`config.mk`:
```
export PLATFORM = sky130hd
export DESIGN_NAME = sw_indirect_access
export DESIGN_NICKNAME = d
export VERILOG_FILES = /design/src/rtl/sia_pkg.sv /design/src/rtl/sia_cmd_pack.sv /design/src/rtl/sia_poll_ctr.sv /design/src/rtl/sw_indirect_access.sv
export SDC_FILE = /design/constraint.sdc
export NUM_CORES = 1
export LEC_CHECK = 0
export CORE_ASPECT_RATIO = 1.4
export CORE_UTILIZATION = 49
export DETAILED_ROUTE_END_ITERATION = 6
export PLACE_DENSITY_LB_ADDON = 0.08
export SETUP_SLACK_MARGIN = 0.5
export SYNTH_ARGS = -nofsm -noshare
export SYNTH_HDL_FRONTEND = slang
export SYNTH_SLANG_ARGS = --single-unit
```
`constraint.sdc`:
```
create_clock -name clk -period 4.2 [get_ports clk]
set_clock_uncertainty 0.15 [all_clocks]
set_input_delay 0.84 -clock clk [delete_from_list [all_inputs] [get_ports clk]]
set_output_delay 0.84 -clock clk [all_outputs]
set_load 0.02 [all_outputs]
```
`src/rtl/sia_pkg.sv`:
```
package sia_pkg;
    localparam int FLD_W  = 5;
    localparam int WORD_W = 16;

    typedef enum logic [2:0] {
        ST_IDLE      = 3'd0,
        ST_POLL_PRE  = 3'd1,
        ST_WDATA     = 3'd2,
        ST_WCMD      = 3'd3,
        ST_POLL_POST = 3'd4,
        ST_RDATA     = 3'd5
    } sia_state_e;

    typedef enum logic [1:0] {
        RSP_OK      = 2'd0,
        RSP_BUS     = 2'd1,
        RSP_TIMEOUT = 2'd2
    } sia_code_e;

    localparam logic [3:0] CMD_TAG = 4'b1001;
    localparam logic [1:0] OP_RD   = 2'b10;
    localparam logic [1:0] OP_WR   = 2'b01;
    localparam logic [FLD_W-1:0] BUS_REG_CMD  = 5'd0;
    localparam logic [FLD_W-1:0] BUS_REG_DATA = 5'd1;
    localparam int BUSY_BIT = 15;
endpackage

```
`src/rtl/sia_cmd_pack.sv`:
```
module sia_cmd_pack
    import sia_pkg::*;
(
    input  logic                 wr,
    input  logic [FLD_W-1:0]     port,
    input  logic [FLD_W-1:0]     rg,
    output logic [WORD_W-1:0]    word
);
    logic [1:0] op;

    always_comb begin
        op   = wr ? OP_WR : OP_RD;
        word = {CMD_TAG, op, port, rg};
    end
endmodule

```
`src/rtl/sia_poll_ctr.sv`:
```
module sia_poll_ctr #(
    parameter int MAX_POLLS = 100
) (
    input  logic clk,
    input  logic rst_n,
    input  logic clr,
    input  logic inc,
    output logic at_limit
);
    localparam int CNT_W = $clog2(MAX_POLLS + 1);
    localparam logic [CNT_W-1:0] LIMIT = CNT_W'(MAX_POLLS);

    logic [CNT_W-1:0] cnt_d, cnt_q;

    always_comb begin
        cnt_d = cnt_q;
        if (clr) begin
            cnt_d = '0;
        end else if (inc && (cnt_q != LIMIT)) begin
            cnt_d = cnt_q + 1'b1;
        end
        at_limit = (cnt_q == LIMIT);
    end

    always_ff @(posedge clk or negedge rst_n) begin
        if (!rst_n) begin
            cnt_q <= '0;
        end else begin
            cnt_q <= cnt_d;
        end
    end
endmodule

```
`src/rtl/sw_indirect_access.sv`:
```
module sw_indirect_access
    import sia_pkg::*;
#(
    parameter int SEL_W     = 8,
    parameter int MAX_POLLS = 100
) (
    input  logic              clk,
    input  logic              rst_n,
    input  logic              req_valid,
    output logic              req_ready,
    input  logic              req_write,
    input  logic [SEL_W-1:0]  req_port,
    input  logic [SEL_W-1:0]  req_reg,
    input  logic [15:0]       req_wdata,
    input  logic [4:0]        phy_addr,
    output logic              done,
    output logic [15:0]       rsp_rdata,
    output logic [1:0]        rsp_err,
    output logic              mb_req,
    input  logic              mb_ack,
    output logic              mb_write,
    output logic [4:0]        mb_phy,
    output logic [4:0]        mb_reg,
    output logic [15:0]       mb_wdata,
    input  logic [15:0]       mb_rdata,
    input  logic              mb_err
);
    typedef struct packed {
        sia_state_e         st;
        logic               wr;
        logic [FLD_W-1:0]   port;
        logic [FLD_W-1:0]   rg;
        logic [WORD_W-1:0]  wdata;
        logic [4:0]         phy;
        logic               done;
        logic [WORD_W-1:0]  rdata;
        sia_code_e          code;
    } ctx_t;

    ctx_t ctx_d, ctx_q;

    logic              poll_clr, poll_inc, poll_at_limit;
    logic              in_poll, busy_seen, finish;
    sia_code_e         fin_code;
    logic [WORD_W-1:0] cmd_word;

    generate
        if (SEL_W > FLD_W) begin : g_sel_drop
            logic unused_sel_hi;
            assign unused_sel_hi = ^{req_port[SEL_W-1:FLD_W], req_reg[SEL_W-1:FLD_W]};
        end
    endgenerate

    sia_cmd_pack u_pack (
        .wr   (ctx_q.wr),
        .port (ctx_q.port),
        .rg   (ctx_q.rg),
        .word (cmd_word)
    );

    sia_poll_ctr #(.MAX_POLLS(MAX_POLLS)) u_poll (
        .clk      (clk),
        .rst_n    (rst_n),
        .clr      (poll_clr),
        .inc      (poll_inc),
        .at_limit (poll_at_limit)
    );

    always_comb begin
        ctx_d      = ctx_q;
        ctx_d.done = 1'b0;
        in_poll    = (ctx_q.st == ST_POLL_PRE) || (ctx_q.st == ST_POLL_POST);
        busy_seen  = mb_rdata[BUSY_BIT];
        poll_clr   = !in_poll;
        poll_inc   = 1'b0;
        finish     = 1'b0;
        fin_code   = RSP_OK;

        if (ctx_q.st == ST_IDLE) begin
            if (req_valid) begin
                ctx_d.st    = ST_POLL_PRE;
                ctx_d.wr    = req_write;
                ctx_d.port  = req_port[FLD_W-1:0];
                ctx_d.rg    = req_reg[FLD_W-1:0];
                ctx_d.wdata = req_wdata;
                ctx_d.phy   = phy_addr;
            end
        end else if (mb_ack) begin
            if (mb_err) begin
                finish   = 1'b1;
                fin_code = RSP_BUS;
            end else begin
                case (ctx_q.st)
                    ST_POLL_PRE, ST_POLL_POST: begin
                        if (busy_seen) begin
                            if (poll_at_limit) begin
                                finish   = 1'b1;
                                fin_code = RSP_TIMEOUT;
                            end else begin
                                poll_inc = 1'b1;
                            end
                        end else if (ctx_q.st == ST_POLL_PRE) begin
                            ctx_d.st = ctx_q.wr ? ST_WDATA : ST_WCMD;
                        end else if (ctx_q.wr) begin
                            finish = 1'b1;
                        end else begin
                            ctx_d.st = ST_RDATA;
                        end
                    end
                    ST_WDATA: ctx_d.st = ST_WCMD;
                    ST_WCMD:  ctx_d.st = ST_POLL_POST;
                    ST_RDATA: finish   = 1'b1;
                    default:  finish   = 1'b1;
                endcase
            end
        end

        if (finish) begin
            ctx_d.st    = ST_IDLE;
            ctx_d.done  = 1'b1;
            ctx_d.code  = fin_code;
            ctx_d.rdata = ((ctx_q.st == ST_RDATA) && (fin_code == RSP_OK)) ? mb_rdata : '0;
        end
    end

    always_ff @(posedge clk or negedge rst_n) begin
        if (!rst_n) begin
            ctx_q <= '0;
        end else begin
            ctx_q <= ctx_d;
        end
    end

    always_comb begin
        req_ready = (ctx_q.st == ST_IDLE);
        done      = ctx_q.done;
        rsp_rdata = ctx_q.rdata;
        rsp_err   = ctx_q.code;
        mb_req    = (ctx_q.st != ST_IDLE);
        mb_write  = (ctx_q.st == ST_WDATA) || (ctx_q.st == ST_WCMD);
        mb_phy    = ctx_q.phy;
        mb_reg    = ((ctx_q.st == ST_WDATA) || (ctx_q.st == ST_RDATA)) ? BUS_REG_DATA : BUS_REG_CMD;
        mb_wdata  = (ctx_q.st == ST_WDATA) ? ctx_q.wdata : cmd_word;
    end
endmodule

```
==> impl_metrics.toml <==
[finish]
nets = 378
area_growth_pct = 32.5
multi_input_comb_area_sq_um = 1210
fill_cells = 477
drive_gt1_frac = 0.290
antenna_cells = 0
final_util = 0.682
ff_latch_area_sq_um = 1530

[pwr]
power_mw = 2.51
swShare = 0.333
pwr_density_cell_nw_per_um2 = 625
internal_power_mw = 1.68
ir_drop_v = 0.000408
p_sw_mw = 0.836
pwr-share-clk = 0.205
leakagePower_nw = 1.67
seq_power_share = 0.356
pwr-share-comb = 0.439

[global_routing]
grt_antenna_before_repair = 0
overflow = 0
grt_first_pass_wirelength_microns = 9260
grt_util_all_layers = 0.198
grt_max_degree = 40
first_global_vias = 1981

[clock_network]
clkTransAtPathRegs_ps = 60
postCtsHoldBufs = 0
post-cts-setup-buffers = 0
cts_tree = "done"
clockBufferDepth = 2
htree_num_levels = 3
clk-insertion-delay-late_ps = 330
clock_tree.root_cell = "clkbuf_8"
cts_resized = 0
cts_made_buffers = 9
clkSinkCount = 61

[die]
die_w_microns = 68.5
die-area_sq_um = 6520
placementRows = 33
die_y_microns = 95.2
ioPinCount = 107
coreArea_sq_um = 5900
initial_utilization = 0.515

[critical_path]
cp.required_ps = 3210
critPathCaptureType = "output pin"
worstSetupPathType = "reg2out"
worstReg2RegStart = "ctx_q[52]"
cp_cell_sequence = "nor3b_2 -> buf_4 -> mux2_2 -> clkdlybuf4s50_1"
reg2reg_to = "ctx_q[41]"
worstSetupStartpointType = "register"
slowest_stage = "dfrtp_1"
reg2reg_slack_ps = 1590
worst_r2r_path_depth = 5
worstPathArrival_ps = 2330
path_max_fanout = 18
max_stage_delay_ps = 580

[synthesis]
syn_area_sq_um = 3040
ys_types = 50
yosysTopAreaCell = "dfrtp_1"
yosysSeqAreaShare = 0.502
ys_warn_count = 0
netlist_instances = 243
yosysTopAreaCellShare = 0.502
synth-seq-cells = 61
synthTopCellsByArea = "dfrtp_1, mux2_2, buf_4"
syn-mean-instance-area_sq_um = 12.5

[detailed_routing]
drc_errors = 0
wl_met2_microns = 2980
postRouteAntennaNets = 0
wire_per_inst_microns = 15.2
wl_microns = 5950
drt-initial-drc-count = 96
vias = 2039
wl_met1_microns = 2460
route.met3.wl_microns = 421
drt_first_pass_iters = 4
maxUsedRoutingLayer = "met4"
viasPerCell = 5.21

[place]
gp_congestion = 0.772
port_buffers = 96
hpwl_microns = 4220

[timing]
grt_setup_unrepaired = "no"
max_freq_ghz = 0.301
slew_headroom = 0.419
slew_viol_final = 0
hold_viol = 0
min_period_over_period = 0.790
worst_pin_slew_ps = 872
setup_viol = 0
whs_ps = 355
fin_tns_setup_ps = 0
period_needed_ps = 3320

[hold_path]
min_from = "rsp_err[0]"
hp-class = "reg2reg"
whs_path_depth = 1
whs_endpoint = "rsp_err[0]"

[flow_run]
max_cap_viol_count = 0

[status]
outcome = "finished clean"
-- sequential cells by signal, summed over array words and instances (netlist names) --
name and cells:
ctx_q 30, rsp_rdata 16, u_poll.cnt_q 7, mb_phy 5, rsp_err 2, done 1
-- cell usage after synthesis (all sizes together) --
| library cell | count |
|---|---|
| or3 | 4 |
| nor2 | 8 |
| o2bb2ai | 1 |
| nand3 | 5 |
| o221ai | 1 |
| a21o | 2 |
| nand2 | 5 |
| nor2b | 1 |
| xnor2 | 3 |
| clkbuf | 1 |
| o41ai | 1 |
| inv | 6 |
| conb | 1 |
| nor4 | 3 |
| and2 | 4 |
| o21bai | 1 |
| nand4 | 1 |
| nand4bb | 1 |
| o2111ai | 1 |
| or2 | 2 |
| or2b | 3 |
| ha | 2 |
| o22a | 1 |
| o21ai | 5 |
| mux2 | 43 |
| mux2i | 1 |
| o22ai | 1 |
| nor3b | 1 |
| nand4b | 1 |
| nand2b | 4 |
| or4 | 1 |
| clkdlybuf4s50 | 1 |
| xor2 | 1 |
| o31ai | 2 |
| dfrtp | 61 |
| buf | 37 |
| a22o | 18 |
| and4 | 1 |
| a21oi | 6 |
| a31oi | 1 |
-- cell families (layout without fill, tap and decap cells) --
group / count (synthesis) / count (layout) / synth area share
other: 1 / 4 / 0.00123
muxes: 44 / 44 / 0.163
adders and majority gates: 2 / 2 / 0.00824
and+or+nand+nor: 45 / 45 / 0.0947
AOI/OAI and AO/OA: 41 / 41 / 0.114
xor gates and xnor gates: 4 / 4 / 0.0115
DFF: 61 / 61 / 0.502
buffers and inverters: 45 / 120 / 0.105
-- worst max path at each step --
stage | from | end
global route | ctx_q[52] | mb_wdata[8]
global placement | ctx_q[52] | mb_wdata[10]
floorplan | ctx_q[52] | mb_wdata[0]
detailed placement | ctx_q[52] | mb_wdata[8]
finish | ctx_q[52] | mb_wdata[8]
CTS | ctx_q[52] | mb_wdata[8]
-- worst max-delay path, delay by kind of cell, from the launching register on --
| family | cells | cell delay, ps |
|---|---|---|
| mux | 1 | 370 |
| buf+inv | 2 | 810 |
| flops | 1 | 580 |
| simple gates | 1 | 230 |
-- layer usage --
| layer | vias to the layer above | track usage |
|---|---|---|
| met4 | 0 | 0.0885 |
| met2 | 64 | 0.310 |
| li1 | 976 | - |
| met5 | - | 0 |
| met3 | 7 | 0.0754 |
| met1 | 992 | 0.237 |
-- power by group through the flow --
stage / registers (mW) / logic (mW) / clock network, mW
5_1_grt: 0.923 / 1.19 / 0.558
3_3_place_gp: 0.899 / 1.10 / 0
4_1_cts: 0.898 / 1.12 / 0.534
2_1_floorplan: 0.860 / 0.799 / 0
6_report: 0.895 / 1.10 / 0.516
3_5_place_dp: 0.908 / 1.11 / 0
-- cell usage in the layout (no fill, tap or decap), drive strengths merged, types with 5 or more instances in the layout --
master	netlist	routed
dfrtp	61	61
inv	6	6
clkbuf	1	11
a21oi	6	6
o21ai	5	5
nand3	5	5
a22o	18	18
nand2	5	5
nor2	8	8
mux2	43	43
clkdlybuf4s50	1	95
-- through the flow --
| step | instance area [sq um] | worst slack, ps | std cells |
|---|---|---|---|
| 6_report | 4020 | 880 | 391 |
| 5_1_grt | 4020 | 749 | 391 |
| 4_1_cts | 4020 | 856 | 391 |
| 3_5_place_dp | 3820 | 1240 | 376 |
| 3_3_place_gp | 3820 | 1220 | 376 |
| 2_1_floorplan | 3050 | 1600 | 246 |
-- layout make-up --
class	instances	area share
clock inverters	4	0.0118
inverters	6	0.00560
multi-input cells	140	0.301
repair buffers	99	0.243
flip-flops and latches	61	0.379
clock buffers	11	0.0376
well taps	70	0.0218
(Power assumes the default switching activity.)
